--- src/rtl/urf_pkg.sv ---
package urf_pkg;

    // Register word indices (byte address bits 3:2)
    localparam int unsigned WORD_RXD  = 0;
    localparam int unsigned WORD_TXD  = 1;
    localparam int unsigned WORD_STAT = 2;
    localparam int unsigned WORD_CTRL = 3;

    // Status bit positions
    localparam int unsigned SB_RX_NONEMPTY = 0;
    localparam int unsigned SB_RX_FULL     = 1;
    localparam int unsigned SB_TX_EMPTY    = 2;
    localparam int unsigned SB_TX_FULL     = 3;
    localparam int unsigned SB_PENDING     = 4;

    // Control bit positions
    localparam int unsigned CB_TX_CLEAR = 0;
    localparam int unsigned CB_RX_CLEAR = 1;
    localparam int unsigned CB_IRQ_EN   = 4;

    typedef enum logic [0:0] {
        ACC_IDLE = 1'b0,
        ACC_RESP = 1'b1
    } acc_state_t;

    // One-hot-or-none decoded bus events for the current cycle
    typedef struct packed {
        logic rx_pop;
        logic tx_wr;
        logic stat_rd;
        logic stat_wr;
        logic ctrl_wr;
    } acc_evt_t;

endpackage

--- src/rtl/urf_rx_queue.sv ---
module urf_rx_queue #(
    parameter int unsigned DEPTH  = 8,   // power of two
    parameter int unsigned BYTE_W = 8
) (
    input  logic                          clk,
    input  logic                          rst,
    input  logic                          clr,
    input  logic                          push,
    input  logic [BYTE_W-1:0]             push_data,
    input  logic                          pop,
    output logic [BYTE_W-1:0]             head_data,
    output logic [$clog2(DEPTH+1)-1:0]    count,
    output logic                          nonempty,
    output logic                          full
);
    localparam int unsigned PTR_W = $clog2(DEPTH);
    localparam int unsigned CNT_W = $clog2(DEPTH + 1);

    logic [BYTE_W-1:0] slot_q [DEPTH];
    logic [PTR_W-1:0]  wr_ptr_q;
    logic [CNT_W-1:0]  count_q;
    logic [PTR_W-1:0]  rd_idx;
    logic              take;
    logic              give;

    // Fullness and emptiness judged on the count before the edge
    assign full     = (count_q == CNT_W'(DEPTH));
    assign nonempty = (count_q != '0);
    assign take     = push && !full;
    assign give     = pop && nonempty;

    // Oldest entry sits count places behind the write pointer
    assign rd_idx    = wr_ptr_q - count_q[PTR_W-1:0];
    assign head_data = slot_q[rd_idx];
    assign count     = count_q;

    always_ff @(posedge clk) begin
        if (rst) begin
            for (int i = 0; i < DEPTH; i++) slot_q[i] <= '0;
        end else if (take && !clr) begin
            slot_q[wr_ptr_q] <= push_data;
        end
    end

    always_ff @(posedge clk) begin
        if (rst || clr) begin
            wr_ptr_q <= '0;
            count_q  <= '0;
        end else begin
            if (take) wr_ptr_q <= wr_ptr_q + PTR_W'(1);
            unique case ({take, give})
                2'b10:   count_q <= count_q + CNT_W'(1);
                2'b01:   count_q <= count_q - CNT_W'(1);
                default: count_q <= count_q;
            endcase
        end
    end

    AST_COUNT_BOUND: assert property (@(posedge clk) disable iff (rst)
        count_q <= CNT_W'(DEPTH));
    AST_FULL_DROP: assert property (@(posedge clk) disable iff (rst)
        (full && push && !pop && !clr) |=> (count_q == CNT_W'(DEPTH)));
    AST_EMPTY_POP: assert property (@(posedge clk) disable iff (rst)
        (!nonempty && pop && !push && !clr) |=> (count_q == '0));

endmodule

--- src/rtl/urf_bus_access.sv ---
module urf_bus_access
    import urf_pkg::*;
#(
    parameter int unsigned DATA_W = 32,
    parameter int unsigned IDX_W  = 2,
    parameter int unsigned BYTE_W = 8
) (
    input  logic              clk,
    input  logic              rst,
    input  logic              sel,
    input  logic              wr,
    input  logic [IDX_W-1:0]  waddr,
    input  logic [BYTE_W-1:0] rx_head,
    input  logic [DATA_W-1:0] tx_word,
    input  logic [DATA_W-1:0] status_word,
    input  logic [DATA_W-1:0] ctrl_word,
    output acc_evt_t          evt,
    output logic [DATA_W-1:0] rdata,
    output logic              rvalid
);
    acc_state_t        state_q, state_d;
    logic              rd_acc;
    logic [DATA_W-1:0] mux_word;
    logic [DATA_W-1:0] rdata_q;

    assign rd_acc = sel && !wr;

    // State register
    always_ff @(posedge clk) begin
        if (rst) state_q <= ACC_IDLE;
        else     state_q <= state_d;
    end

    // Next state
    always_comb begin
        state_d = state_q;
        unique case (state_q)
            ACC_IDLE: if (rd_acc) state_d = ACC_RESP;
            ACC_RESP: state_d = rd_acc ? ACC_RESP : ACC_IDLE;
            default:  state_d = ACC_IDLE;
        endcase
    end

    // Outputs: decoded events and read mux
    always_comb begin
        evt          = '0;
        evt.rx_pop   = rd_acc && (waddr == IDX_W'(WORD_RXD));
        evt.stat_rd  = rd_acc && (waddr == IDX_W'(WORD_STAT));
        evt.tx_wr    = sel && wr && (waddr == IDX_W'(WORD_TXD));
        evt.stat_wr  = sel && wr && (waddr == IDX_W'(WORD_STAT));
        evt.ctrl_wr  = sel && wr && (waddr == IDX_W'(WORD_CTRL));
        unique case (waddr)
            IDX_W'(WORD_RXD):  mux_word = DATA_W'(rx_head);
            IDX_W'(WORD_TXD):  mux_word = tx_word;
            IDX_W'(WORD_STAT): mux_word = status_word;
            IDX_W'(WORD_CTRL): mux_word = ctrl_word;
            default:           mux_word = '0;
        endcase
    end

    always_ff @(posedge clk) begin
        if (rst)         rdata_q <= '0;
        else if (rd_acc) rdata_q <= mux_word;
    end

    assign rdata  = rdata_q;
    assign rvalid = (state_q == ACC_RESP);

    AST_READ_RESPONSE: assert property (@(posedge clk) disable iff (rst)
        rd_acc |=> rvalid);
    AST_NO_SPURIOUS_VALID: assert property (@(posedge clk) disable iff (rst)
        !rd_acc |=> !rvalid);

endmodule

--- src/rtl/urf_ctrl_irq.sv ---
module urf_ctrl_irq
    import urf_pkg::*;
#(
    parameter int unsigned DATA_W = 32,
    parameter int unsigned BYTE_W = 8
) (
    input  logic              clk,
    input  logic              rst,
    input  acc_evt_t          evt,
    input  logic [DATA_W-1:0] wdata,
    input  logic              rx_nonempty,
    input  logic              rx_full,
    output logic [DATA_W-1:0] ctrl_word,
    output logic [DATA_W-1:0] tx_word,
    output logic [DATA_W-1:0] status_word,
    output logic              rx_clear,
    output logic              tx_strobe,
    output logic [BYTE_W-1:0] tx_byte,
    output logic              irq
);
    logic [DATA_W-1:0] ctrl_q;
    logic [DATA_W-1:0] tx_q;
    logic              strobe_q;
    logic              pend_q;
    logic              pend_vis;

    assign rx_clear = evt.ctrl_wr && wdata[CB_RX_CLEAR];

    always_ff @(posedge clk) begin
        if (rst) begin
            ctrl_q   <= '0;
            tx_q     <= '0;
            strobe_q <= 1'b0;
            pend_q   <= 1'b0;
        end else begin
            if (evt.ctrl_wr) ctrl_q <= wdata;
            if (evt.tx_wr)   tx_q   <= wdata;
            strobe_q <= evt.tx_wr;
            // Sticky pending: set by transmit or queued data, cleared by status read
            pend_q   <= evt.tx_wr || rx_nonempty || (pend_q && !evt.stat_rd);
        end
    end

    assign pend_vis = pend_q || rx_nonempty;

    always_comb begin
        status_word                 = '0;
        status_word[SB_RX_NONEMPTY] = rx_nonempty;
        status_word[SB_RX_FULL]     = rx_full;
        status_word[SB_TX_EMPTY]    = 1'b1;
        status_word[SB_TX_FULL]     = 1'b0;
        status_word[SB_PENDING]     = pend_vis;
    end

    assign ctrl_word = ctrl_q;
    assign tx_word   = tx_q;
    assign tx_strobe = strobe_q;
    assign tx_byte   = tx_q[BYTE_W-1:0];
    assign irq       = pend_vis && ctrl_q[CB_IRQ_EN];

    AST_TX_PULSE_SOURCE: assert property (@(posedge clk) disable iff (rst)
        tx_strobe |-> $past(evt.tx_wr));
    AST_TXW_PENDING: assert property (@(posedge clk) disable iff (rst)
        evt.tx_wr |=> status_word[SB_PENDING]);

endmodule

--- src/rtl/lite_uart_frontend.sv ---
module lite_uart_frontend
    import urf_pkg::*;
#(
    parameter int unsigned DATA_W = 32,
    parameter int unsigned DEPTH  = 8,
    parameter int unsigned BYTE_W = 8,
    parameter int unsigned IDX_W  = 2
) (
    input  logic              clk,
    input  logic              rst,
    input  logic              bus_sel,
    input  logic              bus_wr,
    input  logic [IDX_W-1:0]  bus_waddr,
    input  logic [DATA_W-1:0] bus_wdata,
    output logic [DATA_W-1:0] bus_rdata,
    output logic              bus_rvalid,
    input  logic              rx_valid,
    input  logic [BYTE_W-1:0] rx_byte,
    output logic              tx_strobe,
    output logic [BYTE_W-1:0] tx_byte,
    output logic              irq
);
    localparam int unsigned CNT_W = $clog2(DEPTH + 1);

    acc_evt_t          evt;
    logic [BYTE_W-1:0] head;
    logic [CNT_W-1:0]  fill;
    logic              nonempty;
    logic              full;
    logic              rx_clear;
    logic [DATA_W-1:0] ctrl_word;
    logic [DATA_W-1:0] tx_word;
    logic [DATA_W-1:0] status_word;

    urf_rx_queue #(.DEPTH(DEPTH), .BYTE_W(BYTE_W)) u_rxq (
        .clk       (clk),
        .rst       (rst),
        .clr       (rx_clear),
        .push      (rx_valid),
        .push_data (rx_byte),
        .pop       (evt.rx_pop),
        .head_data (head),
        .count     (fill),
        .nonempty  (nonempty),
        .full      (full)
    );

    urf_bus_access #(.DATA_W(DATA_W), .IDX_W(IDX_W), .BYTE_W(BYTE_W)) u_acc (
        .clk         (clk),
        .rst         (rst),
        .sel         (bus_sel),
        .wr          (bus_wr),
        .waddr       (bus_waddr),
        .rx_head     (head),
        .tx_word     (tx_word),
        .status_word (status_word),
        .ctrl_word   (ctrl_word),
        .evt         (evt),
        .rdata       (bus_rdata),
        .rvalid      (bus_rvalid)
    );

    urf_ctrl_irq #(.DATA_W(DATA_W), .BYTE_W(BYTE_W)) u_ctl (
        .clk         (clk),
        .rst         (rst),
        .evt         (evt),
        .wdata       (bus_wdata),
        .rx_nonempty (nonempty),
        .rx_full     (full),
        .ctrl_word   (ctrl_word),
        .tx_word     (tx_word),
        .status_word (status_word),
        .rx_clear    (rx_clear),
        .tx_strobe   (tx_strobe),
        .tx_byte     (tx_byte),
        .irq         (irq)
    );

    AST_RX_RESET_EMPTIES: assert property (@(posedge clk) disable iff (rst)
        (evt.ctrl_wr && bus_wdata[CB_RX_CLEAR]) |=> (fill == '0));
    AST_STAT_WRITE_IGNORED: assert property (@(posedge clk) disable iff (rst)
        (evt.stat_wr && !rx_valid) |=> $stable(status_word));
    AST_IRQ_MASKED: assert property (@(posedge clk) disable iff (rst)
        (evt.ctrl_wr && !bus_wdata[CB_IRQ_EN]) |=> !irq);

endmodule

--- config.mk ---
export PLATFORM = sky130hd
export DESIGN_NAME = lite_uart_frontend
export DESIGN_NICKNAME = d
export VERILOG_FILES = /design/src/rtl/urf_pkg.sv /design/src/rtl/urf_rx_queue.sv /design/src/rtl/urf_bus_access.sv /design/src/rtl/urf_ctrl_irq.sv /design/src/rtl/lite_uart_frontend.sv
export SDC_FILE = /design/constraint.sdc
export NUM_CORES = 1
export LEC_CHECK = 0
export BUFFER_PORTS_ARGS = -buffer_cell sky130_fd_sc_hd__buf_2
export CAP_MARGIN = 20
export CORE_MARGIN = 2
export CORE_UTILIZATION = 54
export CTS_CLUSTER_DIAMETER = 200
export DETAILED_ROUTE_END_ITERATION = 8
export MAX_ROUTING_LAYER = met4
export PLACE_DENSITY = 0.79
export SLEW_MARGIN = 20
export SYNTH_ARGS = -nofsm -noshare
export SYNTH_HDL_FRONTEND = slang
export SYNTH_SLANG_ARGS = --single-unit
--- constraint.sdc ---
create_clock -name clk -period 3.6 [get_ports clk]
set_input_delay 0.18 -clock clk [delete_from_list [all_inputs] [get_ports clk]]
set_output_delay 0.18 -clock clk [all_outputs]
set_load 0.005 [all_outputs]
* Yosys cells after proc, flatten, opt, wreduce, memory -nomap -nowiden
Memories as Yosys holds them, arrays and structs flattened.
Cells that the tools add are included.
** Operators by class
- Equal/unequal tests :: 6
- Reduce and logical (&&, ||, !) cells :: 24
- Add/sub/neg operators :: 4
- Mux-type cells :: 11
** Operators with widths (number)
- $pmux W32 S4 :: 1
- $logic_and A1 B1 Y1 :: 12
- $mux W8 :: 1
- $pmux W4 S2 :: 1
- $reduce_or A8 Y1 :: 1
- $mux W1 :: 7
- $eq A2 B2 Y1 const B :: 3
- $add A4 B1 Y4 const B :: 1
- $eq A2 B1 Y1 const B :: 2
- $eq A4 B4 Y1 const B :: 1
- $logic_not A1 Y1 :: 4
- $logic_or A1 B1 Y1 :: 4
- $reduce_bool A4 Y1 :: 1
- $sub A4 B1 Y4 const B :: 1
- $add A3 B1 Y3 const B :: 1
- $mux W3 :: 1
- $sub A3 B3 Y3 :: 1
- $logic_not A2 Y1 :: 1
- $reduce_bool A2 Y1 :: 1
** Storage, ports and cells
- Flip-flop bits (word level) :: 106
- Output and inout port bits :: 43
- Bits of input ports :: 47
- RAM bits :: 64
- Memories kept :: 1
** Memories
- u_rxq.slot_q :: depth 8, bits a word 8, rd ports 1, clocked after Yosys merged registers in 0, write ports 8, RTL line urf_rx_queue.sv:19 : logic [BYTE_W-1:0] slot_q [DEPTH];

* Depth between registers and ports, before layout
- Word-level depth :: 10
- Mapped depth :: 12
- Depth with buffers taken out :: 9

* Modules after synthesis
From an unflattened synthesis, not the netlist that was laid out.
** Second synthesis, totals
- Cells, all modules :: 662
- Area total of the unflattened synthesis :: 8112.8 um2
** Modules (own cells, without submodules)
- urf_rx_queue :: cells an instance 233, area each 3475.8 um2, times used 1
- urf_ctrl_irq :: cells an instance 258, area each 2710.1 um2, times used 1
- urf_bus_access :: cells an instance 171, area each 1926.8 um2, times used 1

* Worst setup path after synthesis
OpenSTA, ideal clock, no wires.
- Path type :: flip-flop to flip-flop
- Start point :: register u_rxq.count_q[0] (netlist: u_rxq.count[0])
- End point :: register u_acc.rdata_q[3] (netlist: u_acc.rdata[3])
- Setup slack :: 1206 ps
- Cell stages (with the launch flop) :: 9
- Required time :: 3470 ps
- Data arrival time :: 2265 ps
- Buffers on the path :: 2
- Clock period less this slack :: 2394 ps
- Path through :: dfxtp_1 ha_1 inv_1 fa_1 clkbuf_1 clkbuf_1 mux4_2 mux2i_1 o22ai_1
** On the way
- Word-level cells in the longest chain between the ends :: 3
** Ends and longest elaborated chain
- from (decl) :: RTL line urf_rx_queue.sv:21 : logic [CNT_W-1:0] count_q;
- from (signal assigned) :: RTL line urf_rx_queue.sv:52 : 2'b10: count_q <= count_q + CNT_W'(1);
- from (signal assigned) :: RTL line urf_rx_queue.sv:53 : 2'b01: count_q <= count_q - CNT_W'(1);
- from (signal assigned) :: RTL line urf_rx_queue.sv:54 : default: count_q <= count_q;
- $sub A3 B3 Y3 :: RTL line urf_rx_queue.sv:33 : assign rd_idx = wr_ptr_q - count_q[PTR_W-1:0];
- $mem_v2 Z8 W8
- $pmux W32 S4 :: RTL line urf_bus_access.sv:52 : unique case (waddr)
- to (signal assigned) :: RTL line urf_bus_access.sv:63 : else if (rd_acc) rdata_q <= mux_word;
- to (decl) :: RTL line urf_bus_access.sv:24 : logic [DATA_W-1:0] rdata_q;
No other way between the ends.
A chain may end at the register's enable or synchronous reset.

* Final worst setup path
- Start point :: register u_rxq.count_q[0] (netlist: u_rxq.count[0])
- End point :: register u_acc.rdata_q[4] (netlist: u_acc.rdata[4])
** On the way
- Word-level cells in the longest chain between the ends :: 3
- Elaborated cells between the ends (all ways) :: 5
** Ends and longest elaborated chain (RTL line)
- $sub A3 B3 Y3 or $reduce_bool A4 Y1 (tied branches) :: urf_rx_queue.sv:33, urf_rx_queue.sv:28
- $mem_v2 Z8 W8 or $logic_or A1 B1 Y1 (tied branches)
- $pmux W32 S4 * :: urf_bus_access.sv:52
Mark *: on every way between the ends. The rest lies on a longest branch, timed or not.

==> results.sh <==
export IMPL_critPathCaptureType="flop"
export IMPL_avgViaCountPerCell=5.78
export IMPL_drt_wl_total_um=18000
export IMPL_crit_type="reg2reg"
export IMPL_syn2layout_area_growth_pct=17.9
export IMPL_synth_top_cells_by_count="138 x nand2_1, 106 x dfxtp_1, 72 x a21oi_1, 64 x and2_1, 64 x edfxtp_1"
export IMPL_final_cells=973
export IMPL_clock_latency_ns=0.44
export IMPL_numCtsBuffers=17
export IMPL_met1_length_um=7270
export IMPL_grt_pass1_vias=5549
export IMPL_hpwl_um=12000
export IMPL_diodes=0
export IMPL_core_mm2=0.0132
export IMPL_slew_violations=0
export IMPL_hp_class="in2reg"
export IMPL_routed_top_layer="met4"
export IMPL_drive_above_1_share=0.236
export IMPL_crit_family="adder cells"
export IMPL_worstPathArrival_ns=2.91
export IMPL_path_clk_slew_ns=0.06
export IMPL_dieArea_mm2=0.0145
export IMPL_period_share=0.737
export IMPL_post_cts_resized=0
export IMPL_grt_max_degree=101
export IMPL_min_from="bus_wdata[29]"
export IMPL_finalCriticalPeriod_ns=2.65
export IMPL_met3_length_um=1210
export IMPL_cts_sinks=170
export IMPL_p_per_area_mw_per_mm2=503
export IMPL_cts_tree="yes"
export IMPL_initial_utilization=0.551
export IMPL_synth_top_area_cell="dfxtp_1"
export IMPL_timing_fmax_ghz=0.377
export IMPL_yosysSeqAreaShare=0.554
export IMPL_first_pass_iters=6
export IMPL_root_buffer="clkbuf_16"
export IMPL_r2r_cells=7
export IMPL_die_h_um=120
export IMPL_synth_seq_cells=170
export IMPL_track_usage=0.263
export IMPL_leakage_uw=0.00335
export IMPL_rrSetupSlack_ns=0.95
export IMPL_utilization=0.650
export IMPL_cp_start_kind="flop"
export IMPL_overflow=0
export IMPL_wl_per_cell_um=18.5
export IMPL_nets=837
export IMPL_cpMaxStageDelayCell="fa_1"
export IMPL_min_to="u_ctl.ctrl_word[29]"
export IMPL_rsz0062_at_grt="false"
export IMPL_slowest_delay_ns=0.73
export IMPL_tns_ns=0
export IMPL_r2r_start="u_rxq.count[0]"
export IMPL_avgSynthCellArea_um2=10.5
export IMPL_ir_drop_mv=0.461
export IMPL_netlist_area_mm2=0.00730
export IMPL_rr_endpoint="u_acc.rdata[4]"
export IMPL_status="finished clean"
export IMPL_yosysMostFrequentCell="nand2_1"
export IMPL_yosys_warnings=0
export IMPL_met2_length_um=9250
export IMPL_setup_violations=0
export IMPL_whs_path_depth=3
export IMPL_grt_pass1_wl_um=28400
export IMPL_drc=0
export IMPL_ys_flop_type="dfxtp_1"
export IMPL_io_buffers=89
export IMPL_ys_types=49
export IMPL_rows=42
export IMPL_syn_nets=746
export IMPL_cp_required_ns=3.86
export IMPL_total_power_uw=4330
export IMPL_gp_congestion=0.878
export IMPL_htree_levels=4
export IMPL_route_vias_total=5626
export IMPL_antenna_found_initial=0
export IMPL_hold_worst_slack_ns=0.00647
export IMPL_relSlewSlack=0.310
export IMPL_placed_cells=919
export IMPL_die_w_um=120
export IMPL_synth_area_leaders="dfxtp_1 29%, edfxtp_1 26%, nand2_1 7.1%"
export IMPL_drtIter0Drc=540
export IMPL_clockBufferDepth=2
export IMPL_synthArstFlopShare=0
export IMPL_maxCapViolCount=0
export IMPL_clock_skew_ns=0.0179
export IMPL_cts_setup_buffers=0
export IMPL_hold_buffers=22
export IMPL_ioPinCount=90
export IMPL_crit_buf_inv=1
export IMPL_worst_pin_slew_ns=1.03
export IMPL_crit_chain="ha_1 -> inv_1 -> fa_1 -> mux4_2 -> mux2_4 -> a221oi_2 -> a221oi_1"
export IMPL_synth_edf_count=64
export IMPL_syn_inst=693
export IMPL_synth_top_area_share=0.291
export IMPL_ant_nets=0
export IMPL_final_hold_viol_count=0
export IMPL_cp_max_fo=9
-- worst register-to-register path, cell delays in order (launching register included) --
cell and delay, ns:
dfxtp_1 0.50, ha_1 0.21, inv_1 0.05, fa_1 0.73, mux4_2 0.39, mux2_4 0.28
a221oi_2 0.24, a221oi_1 0.10
-- worst max path at each step --
stage | end | cells past startpoint | start
4_1_cts | u_acc.rdata[4] | 7 | u_rxq.count[0]
5_1_grt | u_acc.rdata[4] | 7 | u_rxq.count[0]
3_5_place_dp | u_acc.rdata[4] | 7 | u_rxq.count[0]
2_1_floorplan | u_acc.rdata[3] | 8 | u_rxq.count[0]
3_3_place_gp | u_acc.rdata[4] | 7 | u_rxq.count[0]
6_report | u_acc.rdata[4] | 7 | u_rxq.count[0]
-- power breakdown --
group | leakage, uW | internal [uW] | switching, uW | total [uW]
Sequential | 0.00152 | 2060 | 41.2 | 2100
Combinational | 0.00156 | 228 | 248 | 476
Clock | 0.000269 | 968 | 788 | 1760
-- layout make-up --
cell class | instances | area (um^2)
clock buffer | 18 | 429
clock inverter | 14 | 138
fill | 980 | 4630
inverter | 11 | 41.3
multi-input combinational | 459 | 2970
sequential | 170 | 4040
tap | 176 | 220
timing repair buffer | 125 | 771
-- placed cells by master (no fill, tap or decap), types with 2 or more instances in the layout --
| cell type | n |
|---|---|
| edfxtp_1 | 64 |
| clkinv_4 | 3 |
| nand2_1 | 138 |
| nand3_1 | 3 |
| inv_8 | 2 |
| mux2i_1 | 7 |
| xor2_1 | 3 |
| clkbuf_16 | 17 |
| o21ai_0 | 4 |
| a22oi_1 | 28 |
| nor2_1 | 31 |
| a221oi_1 | 5 |
| or3_1 | 2 |
| or2_1 | 4 |
| inv_6 | 4 |
| or2_2 | 4 |
| nor3_1 | 4 |
| o22ai_1 | 5 |
| nand2b_1 | 4 |
| and2_1 | 64 |
| buf_2 | 89 |
| xnor2_1 | 2 |
| mux4_2 | 16 |
| nand3b_1 | 2 |
| ha_1 | 5 |
| a21oi_1 | 72 |
| inv_1 | 11 |
| mux2_2 | 30 |
| dfxtp_1 | 106 |
| dlygate4sd3_1 | 22 |
| nor4_1 | 6 |
| clkinvlp_4 | 2 |
| buf_4 | 14 |
-- flip-flops by register name (all words and copies together), names as in the netlist, 3 cells and up --
register	count
u_rxq.slot_q	64
u_ctl.ctrl_word	32
u_ctl.tx_word	32
u_rxq.count	4
u_rxq.wr_ptr_q	3
u_acc.rdata	32
-- cells by family after synthesis --
group	after synthesis	synth area share
AOI/OAI and AO/OA	123	0.104
xor gates and xnor gates	6	0.00908
adders and majority gates	6	0.0113
buffers and inverters	64	0.0404
DFF	170	0.554
and+or+nand+nor	270	0.174
muxes	54	0.107
-- through the flow --
step	setup WS [ns]	instance area (um^2)
after floorplan	1.21	7300
after global placement	1.12	7820
after detailed placement	0.959	7820
after CTS	0.951	8610
after global routing	0.811	8610
final	0.948	8610
-- routing by layer --
layer | vias up | track usage
met1 | 2755 | 0.316
met2 | 246 | 0.441
met3 | 25 | 0.0594
met5 | - | -
li1 | 2600 | -
met4 | 0 | 0.0879
No activity file was read; power rests on OpenSTA's default activity.
